<file path="config.mk">
export PLATFORM = sky130hd
export DESIGN_NAME = quadpot_cmd_core
export DESIGN_NICKNAME = d
export VERILOG_FILES = /design/src/rtl/qp_pkg.sv /design/src/rtl/qp_cmd_decode.sv /design/src/rtl/qp_wip_timer.sv /design/src/rtl/qp_regfile.sv /design/src/rtl/quadpot_cmd_core.sv
export SDC_FILE = /design/constraint.sdc
export NUM_CORES = 1
export LEC_CHECK = 0
export ABC_AREA = 0
export BUFFER_PORTS_ARGS = -buffer_cell sky130_fd_sc_hd__buf_2
export CORE_MARGIN = 2
export CORE_UTILIZATION = 62
export DETAILED_ROUTE_END_ITERATION = 16
export PLACE_DENSITY = 0.8
export SLEW_MARGIN = 20
export SYNTH_ARGS = -nofsm -noshare
export SYNTH_HDL_FRONTEND = slang
export SYNTH_SLANG_ARGS = --single-unit
</file>
<file path="constraint.sdc">
create_clock -name clk -period 3.15 [get_ports clk]
set_input_delay 0 -clock clk [delete_from_list [all_inputs] [get_ports clk]]
set_output_delay 0 -clock clk [all_outputs]
set_load 0.005 [all_outputs]
</file>
<file path="src/rtl/qp_pkg.sv">
// Shared definitions for the quad wiper command core.
// Assumes the command byte layout: opcode in bits 7:4, preset
// select in bits 3:2, channel select in bits 1:0.
package qp_pkg;
    localparam int BYTE_W = 8;
    localparam int OP_W   = 4;
    localparam int SEL_W  = 2;

    localparam logic [OP_W-1:0] OPC_ALL_LOAD  = 4'b0001;
    localparam logic [OP_W-1:0] OPC_STEP      = 4'b0010;
    localparam logic [OP_W-1:0] OPC_STATUS    = 4'b0101;
    localparam logic [OP_W-1:0] OPC_ALL_STORE = 4'b1000;
    localparam logic [OP_W-1:0] OPC_WPR_RD    = 4'b1001;
    localparam logic [OP_W-1:0] OPC_WPR_WR    = 4'b1010;
    localparam logic [OP_W-1:0] OPC_PRE_RD    = 4'b1011;
    localparam logic [OP_W-1:0] OPC_PRE_WR    = 4'b1100;
    localparam logic [OP_W-1:0] OPC_PRE2WPR   = 4'b1101;
    localparam logic [OP_W-1:0] OPC_WPR2PRE   = 4'b1110;

    // Decoded operation of one command byte
    typedef enum logic [3:0] {
        ACT_NONE,
        ACT_WPR_RD,
        ACT_WPR_WR,
        ACT_PRE_RD,
        ACT_PRE_WR,
        ACT_PRE2WPR,
        ACT_WPR2PRE,
        ACT_ALL_LOAD,
        ACT_ALL_STORE,
        ACT_STEP,
        ACT_STATUS
    } act_e;

    typedef struct packed {
        act_e             act;
        logic [SEL_W-1:0] pre_sel;
        logic [SEL_W-1:0] ch_sel;
    } cmd_t;

    // Position within a frame
    typedef enum logic [2:0] {
        FR_IDLE,
        FR_CMD,
        FR_DATA,
        FR_STEP,
        FR_DONE
    } frame_e;
endpackage

</file>
<file path="src/rtl/qp_cmd_decode.sv">
// Purely combinational command decoder.
// Maps a command byte to an operation plus its selects. Any opcode
// that is undefined, or any defined opcode with a must-be-zero field
// that is not zero, decodes to ACT_NONE.
module qp_cmd_decode
    import qp_pkg::*;
(
    input  logic [BYTE_W-1:0] cmd_byte,
    output cmd_t              cmd
);
    logic [OP_W-1:0]  op;
    logic [SEL_W-1:0] pre_f;
    logic [SEL_W-1:0] ch_f;

    assign op    = cmd_byte[7:4];
    assign pre_f = cmd_byte[3:2];
    assign ch_f  = cmd_byte[1:0];

    // Classify the opcode and check its reserved fields
    always_comb begin
        cmd.act     = ACT_NONE;
        cmd.pre_sel = pre_f;
        cmd.ch_sel  = ch_f;
        case (op)
            OPC_WPR_RD:    if (pre_f == '0) cmd.act = ACT_WPR_RD;
            OPC_WPR_WR:    if (pre_f == '0) cmd.act = ACT_WPR_WR;
            OPC_PRE_RD:    cmd.act = ACT_PRE_RD;
            OPC_PRE_WR:    cmd.act = ACT_PRE_WR;
            OPC_PRE2WPR:   cmd.act = ACT_PRE2WPR;
            OPC_WPR2PRE:   cmd.act = ACT_WPR2PRE;
            OPC_ALL_LOAD:  if (ch_f == '0) cmd.act = ACT_ALL_LOAD;
            OPC_ALL_STORE: if (ch_f == '0) cmd.act = ACT_ALL_STORE;
            OPC_STEP:      if (pre_f == '0) cmd.act = ACT_STEP;
            OPC_STATUS:    if (cmd_byte[3:0] == 4'b0001) cmd.act = ACT_STATUS;
            default:       cmd.act = ACT_NONE;
        endcase
    end
endmodule

</file>
<file path="src/rtl/qp_wip_timer.sv">
// Write-in-progress timer.
// A start pulse loads the counter with CYCLES and busy stays high
// until the counter has run down to zero, which takes exactly CYCLES
// clocks. Assumes start is raised only while busy is low.
module qp_wip_timer #(
    parameter int CYCLES = 16
) (
    input  logic clk,
    input  logic rst_n,
    input  logic start,
    output logic busy
);
    localparam int CW = $clog2(CYCLES + 1);

    logic [CW-1:0] cnt_q;

    // Load on start, then count down to zero
    always_ff @(posedge clk) begin
        if (!rst_n) begin
            cnt_q <= '0;
        end else if (start) begin
            cnt_q <= CW'(CYCLES);
        end else if (cnt_q != '0) begin
            cnt_q <= cnt_q - 1'b1;
        end
    end

    assign busy = (cnt_q != '0);
endmodule

</file>
<file path="src/rtl/qp_regfile.sv">
// Wiper and preset storage for NPOT channels.
// Every channel owns one wiper register and NREG presets. One command
// acts per cycle, so the update enables are mutually exclusive. The
// all-channel load and store use all_reg as the preset index of every
// channel. Stepping saturates at zero and at the largest value.
module qp_regfile #(
    parameter int VAL_W = 6,
    parameter int NPOT  = 4,
    parameter int NREG  = 4
) (
    input  logic                       clk,
    input  logic                       rst_n,
    input  logic [$clog2(NPOT)-1:0]    sel_ch,
    input  logic [$clog2(NREG)-1:0]    sel_pre,
    input  logic                       wpr_we,
    input  logic [VAL_W-1:0]           wpr_wval,
    input  logic                       step_en,
    input  logic                       step_up,
    input  logic                       all_load,
    input  logic                       all_store,
    input  logic                       pre_we,
    input  logic [VAL_W-1:0]           pre_wval,
    output logic [NPOT-1:0][VAL_W-1:0] wpr_q,
    output logic [VAL_W-1:0]           sel_wpr,
    output logic [VAL_W-1:0]           sel_pre_val
);
    localparam int PW = $clog2(NPOT);
    localparam int RW = $clog2(NREG);
    localparam logic [VAL_W-1:0] VMAX = '1;

    logic [NPOT-1:0][NREG-1:0][VAL_W-1:0] pre_q;

    for (genvar p = 0; p < NPOT; p++) begin : g_ch
        logic ch_hit;
        assign ch_hit = (sel_ch == PW'(p));

        // Wiper update: all-channel load, direct write, or one step
        always_ff @(posedge clk) begin
            if (!rst_n) begin
                wpr_q[p] <= '0;
            end else if (all_load) begin
                wpr_q[p] <= pre_q[p][sel_pre];
            end else if (wpr_we && ch_hit) begin
                wpr_q[p] <= wpr_wval;
            end else if (step_en && ch_hit) begin
                if (step_up) begin
                    if (wpr_q[p] != VMAX) wpr_q[p] <= wpr_q[p] + 1'b1;
                end else begin
                    if (wpr_q[p] != '0) wpr_q[p] <= wpr_q[p] - 1'b1;
                end
            end
        end

        for (genvar r = 0; r < NREG; r++) begin : g_pre
            logic pre_hit;
            assign pre_hit = (sel_pre == RW'(r));

            // Preset update: all-channel store or single store
            always_ff @(posedge clk) begin
                if (!rst_n) begin
                    pre_q[p][r] <= '0;
                end else if (all_store && pre_hit) begin
                    pre_q[p][r] <= wpr_q[p];
                end else if (pre_we && ch_hit && pre_hit) begin
                    pre_q[p][r] <= pre_wval;
                end
            end
        end
    end

    assign sel_wpr     = wpr_q[sel_ch];
    assign sel_pre_val = pre_q[sel_ch][sel_pre];
endmodule

</file>
<file path="src/rtl/quadpot_cmd_core.sv">
// Command executor for a four-channel wiper register set.
// Takes frame strobes plus deserialized bytes and bits, decodes the
// first byte of each frame as a command and carries it out. Read
// results are registered and appear one cycle after the command byte.
// Assumes strobes last one cycle. Frame end wins over frame start, and
// a byte or bit arriving together with either strobe is dropped.
module quadpot_cmd_core
    import qp_pkg::*;
#(
    parameter int VAL_W      = 6,
    parameter int WIP_CYCLES = 16
) (
    input  logic                  clk,
    input  logic                  rst_n,
    input  logic                  frame_start,
    input  logic                  frame_end,
    input  logic                  byte_valid,
    input  logic [7:0]            byte_data,
    input  logic                  bit_valid,
    input  logic                  bit_data,
    output logic                  rd_valid,
    output logic [7:0]            rd_data,
    output logic [4*VAL_W-1:0]    wiper_out
);
    localparam int NPOT = 1 << SEL_W;
    localparam int NREG = 1 << SEL_W;

    frame_e           state_q, state_d;
    cmd_t             pend_q, pend_d;
    cmd_t             dec_cmd;
    logic [SEL_W-1:0] sel_ch, sel_pre;
    logic             wpr_we, step_en, all_load, all_store, pre_we;
    logic [VAL_W-1:0] wpr_wval, pre_wval, sel_wpr, sel_pre_val;
    logic             wip_busy, wip_start;
    logic             rv_d;
    logic [7:0]       rd_d;
    logic [NPOT-1:0][VAL_W-1:0] wpr_q;

    qp_cmd_decode u_dec (
        .cmd_byte (byte_data),
        .cmd      (dec_cmd)
    );

    // Selects come from the live byte while decoding, else from the held command
    assign sel_ch  = (state_q == FR_CMD) ? dec_cmd.ch_sel  : pend_q.ch_sel;
    assign sel_pre = (state_q == FR_CMD) ? dec_cmd.pre_sel : pend_q.pre_sel;

    // Frame sequencing and per-command action strobes
    always_comb begin
        state_d   = state_q;
        pend_d    = pend_q;
        wpr_we    = 1'b0;
        wpr_wval  = byte_data[VAL_W-1:0];
        step_en   = 1'b0;
        all_load  = 1'b0;
        all_store = 1'b0;
        pre_we    = 1'b0;
        pre_wval  = byte_data[VAL_W-1:0];
        rv_d      = 1'b0;
        rd_d      = '0;
        if (frame_end) begin
            state_d = FR_IDLE;
        end else if (frame_start) begin
            state_d = FR_CMD;
        end else begin
            case (state_q)
                FR_CMD: if (byte_valid) begin
                    state_d = FR_DONE;
                    pend_d  = dec_cmd;
                    case (dec_cmd.act)
                        ACT_WPR_RD: begin
                            rv_d = 1'b1;
                            rd_d = BYTE_W'(sel_wpr);
                        end
                        ACT_PRE_RD: begin
                            rv_d = 1'b1;
                            rd_d = BYTE_W'(sel_pre_val);
                        end
                        ACT_STATUS: begin
                            rv_d = 1'b1;
                            rd_d = BYTE_W'(wip_busy);
                        end
                        ACT_WPR_WR, ACT_PRE_WR: state_d = FR_DATA;
                        ACT_PRE2WPR: begin
                            wpr_we   = 1'b1;
                            wpr_wval = sel_pre_val;
                        end
                        ACT_WPR2PRE: begin
                            pre_we   = !wip_busy;
                            pre_wval = sel_wpr;
                        end
                        ACT_ALL_LOAD:  all_load  = 1'b1;
                        ACT_ALL_STORE: all_store = !wip_busy;
                        ACT_STEP:      state_d   = FR_STEP;
                        default:       state_d   = FR_DONE;
                    endcase
                end
                FR_DATA: if (byte_valid) begin
                    state_d = FR_DONE;
                    if (pend_q.act == ACT_WPR_WR) begin
                        wpr_we = 1'b1;
                    end else begin
                        pre_we = !wip_busy;
                    end
                end
                FR_STEP: step_en = bit_valid;
                default: state_d = state_q;
            endcase
        end
    end

    assign wip_start = pre_we | all_store;

    // Frame state and held command
    always_ff @(posedge clk) begin
        if (!rst_n) begin
            state_q <= FR_IDLE;
            pend_q  <= '{act: ACT_NONE, pre_sel: '0, ch_sel: '0};
        end else begin
            state_q <= state_d;
            pend_q  <= pend_d;
        end
    end

    // Registered read result
    always_ff @(posedge clk) begin
        if (!rst_n) begin
            rd_valid <= 1'b0;
            rd_data  <= '0;
        end else begin
            rd_valid <= rv_d;
            rd_data  <= rd_d;
        end
    end

    qp_regfile #(
        .VAL_W (VAL_W),
        .NPOT  (NPOT),
        .NREG  (NREG)
    ) u_regs (
        .clk         (clk),
        .rst_n       (rst_n),
        .sel_ch      (sel_ch),
        .sel_pre     (sel_pre),
        .wpr_we      (wpr_we),
        .wpr_wval    (wpr_wval),
        .step_en     (step_en),
        .step_up     (bit_data),
        .all_load    (all_load),
        .all_store   (all_store),
        .pre_we      (pre_we),
        .pre_wval    (pre_wval),
        .wpr_q       (wpr_q),
        .sel_wpr     (sel_wpr),
        .sel_pre_val (sel_pre_val)
    );

    qp_wip_timer #(
        .CYCLES (WIP_CYCLES)
    ) u_wip (
        .clk   (clk),
        .rst_n (rst_n),
        .start (wip_start),
        .busy  (wip_busy)
    );

    assign wiper_out = wpr_q;
endmodule

</file>
==> results.md <==
- Run status: finished, final reports clean
- GR Util met1: 58.33%
- Commonest non-fill, non-tap cell in the layout: nor2_1
- Cell count after synthesis: 1124
- Num Clock Sinks: around 140
- Post-DRT Antenna Nets: 0
- Sum Neg Setup Slack: 0 ns
- CTS tree: done
- Achievable Freq: 320.0 MHz
- Logic pwr share: 12.7%
- DP Worst Slack: 0.2427 ns
- GR Util All Layers: a little under half
- Global-route wire length before repair: 54970 um
- Worst setup EP type: flop
- Yosys warns: 0
- Hold Path End: pend_q[1]
- Layout cell share with drive strength beyond 1: 20.02%
- Sw Share: between 20% and 30%
- TritonCTS Buffers: 17
- Max Transition Viols Final: 0
- Register bit total from synthesis: 143
- Row count: 44
- Predominant post-synthesis flop cell: dfxtp_1
- Commonest cells after routing, fill and taps aside: nor2_1 (146), dfxtp_1 (143), nand2_1 (123)
- Clock share of power: 46.5%
- Core footprint: 14640 um2
- Starting Density: 63.80%
- Final period util: 99.21%
- Die Area: 16070 um2
- Drt drc: 0
- CP Max Fanout: 6
- Synth cell types: 87
- Synth-to-layout area growth: 16.03%
- CP Data Required Time: 3.41 ns
- Number of synthesized flops with an enable pin: 0
- Fin worst setup slack: 0.02491 ns
- Dpl hpwl: 25490 um
- Final Power: roughly 4.6 mW
- Hold path depth: 4
- Die height: 126.8 um
- Count of final hold-check violations: 0
- Crit path launch type: flop
- Pre-Repair DR Iteration Count: 8
- Worst flop-to-flop path endpoint: u_regs.pre_q[73]
- DRT iter0 DRCs: 1464
- Routed wire length per instance: 25.77 um
- Worst hold start: byte_data[1]
- CTS max path bufs: 2
- Fin nets: about 1200
- Pwr Density: about 420 nW/um2
- Async set or reset register ratio after synthesis: 0%
- Via count: approximately 10000
- Seq/Total Area, Yosys: 30.64%
- Hold slack: 0.05554 ns
- Initial antenna violation count: 0
- Filler-free cell count of the finished design: 1398
- GR peak layer: met2
- Min-delay worst type: in -> reg
- Leak: 3.952 nW
- Int Power: 3.282 mW
- Grt met2 use: between 60% and 70%
- Finish-stage setup viols: 0
- Max_slew headroom: approximately 38%
- Total global routing overflow: 0
- Reg2reg path depth: 9
- # IOs: 48
- Mean Syn Cell Area: just over 8 um2
- Final wirelength: 36020 um
- Worst-path clk slew: 0.07 ns
- Worst VDD drop: 523.3 uV
- Unrepaired setup endpoints after global routing: no
- ANT cells: 0
- Sequential power share: about 41%
- IO Port Bufs: 45
- Placer Congestion: 1.032
- Max-capacitance violation count: 0
- Setup bufs post-CTS: 0
- Placed Instances: 1360
- Post-Synthesis Cell Area: 9343 um2
- Net Switching: 1.305 mW
- Final Critical Period: 3.125 ns
- H-tree depth: 4
- Pin count of the biggest net entering global routing: 84
- Root buffer cell: clkbuf_16
- Die Wd: 126.8 um
- Critical path type: reg -> reg
- Vias/cell: 7.156
- Worst R2R Setup Slack: 0.02 ns
- Vias in the first global route: 9442
- Worst flop-to-flop path startpoint: u_wip.cnt_q[0]
- Worst skew pair latency: 0.44 ns
- Critical Path AT: 3.39 ns
- Worst-Margin Slew: 0.9312 ns
- Skew final: 0.009466 ns
- Grt met3 use: 10.63%
-- per-layer routing --
layer	wire (um)	up-vias
met4	2477	0
met2	15550	802
met1	13450	4659
met3	4546	185
li1	-	4358
met5	0	-
-- synthesized netlist by cell type, types with 4 or more instances --
library cell / number / area (um2)
mux2_2: 15 / 168.9
nand2b_1: 9 / 56.30
a21oi_1: 97 / 485.5
nor2_2: 4 / 25.02
o32ai_1: 5 / 43.79
o22ai_1: 5 / 31.28
xnor2_1: 17 / 148.9
a221oi_1: 4 / 35.03
xor2_1: 5 / 43.79
and3_1: 4 / 25.02
clkbuf_1: 47 / 176.4
or3_1: 15 / 93.84
nand4_1: 12 / 75.07
mux2i_1: 71 / 710.7
o21ai_0: 31 / 155.2
nor4_1: 6 / 37.54
nand2_1: 123 / 461.7
nor2b_1: 5 / 31.28
a21o_1: 8 / 60.06
inv_1: 14 / 52.55
a31oi_1: 8 / 50.05
dfxtp_1: 143 / 2863
o21a_1: 4 / 30.03
a311oi_1: 49 / 429.2
a211oi_1: 51 / 382.9
o221ai_1: 7 / 61.31
buf_1: 7 / 26.28
ha_1: 18 / 225.2
mux4_2: 17 / 382.9
and2_1: 5 / 31.28
buf_2: 19 / 95.09
nor3_1: 31 / 155.2
buf_4: 9 / 67.56
nand3_1: 19 / 95.09
fa_1: 4 / 80.08
nor2_1: 148 / 555.5
o211ai_1: 13 / 97.59
-- cells by family (layout without fill, tap and decap cells) --
| group | Yosys count | in the layout | synth area share (%) |
|---|---|---|---|
| AND/OR/NAND/NOR | 405 | 405 | 20.58 |
| AO/OA/AOI/OAI | 325 | 325 | 24.35 |
| flip-flops | 143 | 143 | 30.64 |
| multiplexers | 107 | 107 | 14.22 |
| buffers and inverters | 99 | 188 | 4.835 |
| adder cells (fa/ha/maj) | 22 | 22 | 3.268 |
| XOR/XNOR | 22 | 22 | 2.062 |
| other | 1 | 2 | 0.04014 |
-- worst max-delay path, cell delays in order, from the launching register on --
cell	delay, ns
dfxtp_1	0.34
inv_1	0.09
ha_1	0.17
or4b_1	0.48
nand3b_4	0.22
nor3_2	0.45
a41o_1	0.29
a21oi_1	0.23
nor2_1	0.45
a311oi_1	0.24
-- area by class of cell --
class,count,area [um2]
Tap cell,184,230.2
Clock buffer,18,439.2
Multi-Input combinational cell,883,6070
Fill cell,1155,3804
Sequential cell,143,2863
Clock inverter,14,167.7
Timing Repair Buffer,142,1018
Inverter,14,52.55
-- worst max-delay path by stage --
stage / startpoint / to / slack, ns / depth (start not counted)
global route: state_q[2] / u_regs.pre_q[66] / 0.0009 / 8
global placement: state_q[2] / u_regs.wpr_q[18] / 0.26 / 9
floorplan: state_q[2] / u_regs.pre_q[30] / 0.57 / 10
detailed placement: state_q[2] / u_regs.wpr_q[18] / 0.24 / 9
finish: u_wip.cnt_q[0] / u_regs.pre_q[73] / 0.02 / 9
CTS: state_q[2] / u_regs.pre_q[93] / 0.12 / 7
-- stage by stage --
stage	util, %	area, um2
after floorplan	-	9346
after global placement	69.34	10150
after detailed placement	69.34	10150
after CTS	73.89	10820
after global routing	74.03	10840
final	74.03	10840
-- power groups by stage --
stage | Sequential (mW) | Combinational (mW) | Clock [mW]
6_report | 1.87 | 0.581 | 2.13
3_5_place_dp | 1.91 | 0.556 | 0
5_1_grt | 1.88 | 0.620 | 2.21
3_3_place_gp | 1.91 | 0.542 | 0
2_1_floorplan | 1.90 | 0.399 | 0
4_1_cts | 1.87 | 0.564 | 2.11
-- flip-flops by register name (all words and copies together), names as in the netlist --
register,flops
pend_q,8
u_regs.wpr_q,24
rd_data,6
state_q,3
u_regs.pre_q,96
rd_valid,1
u_wip.cnt_q,5
-- timing repair --
item / 4_1_cts / 5_1_grt
setup endpoints to repair: 0 / 7
hold buffers: 6 / 0
resized for setup: 0 / 5
endpoints found under the hold margin: 4 / 0
(Power assumes the default switching activity.)
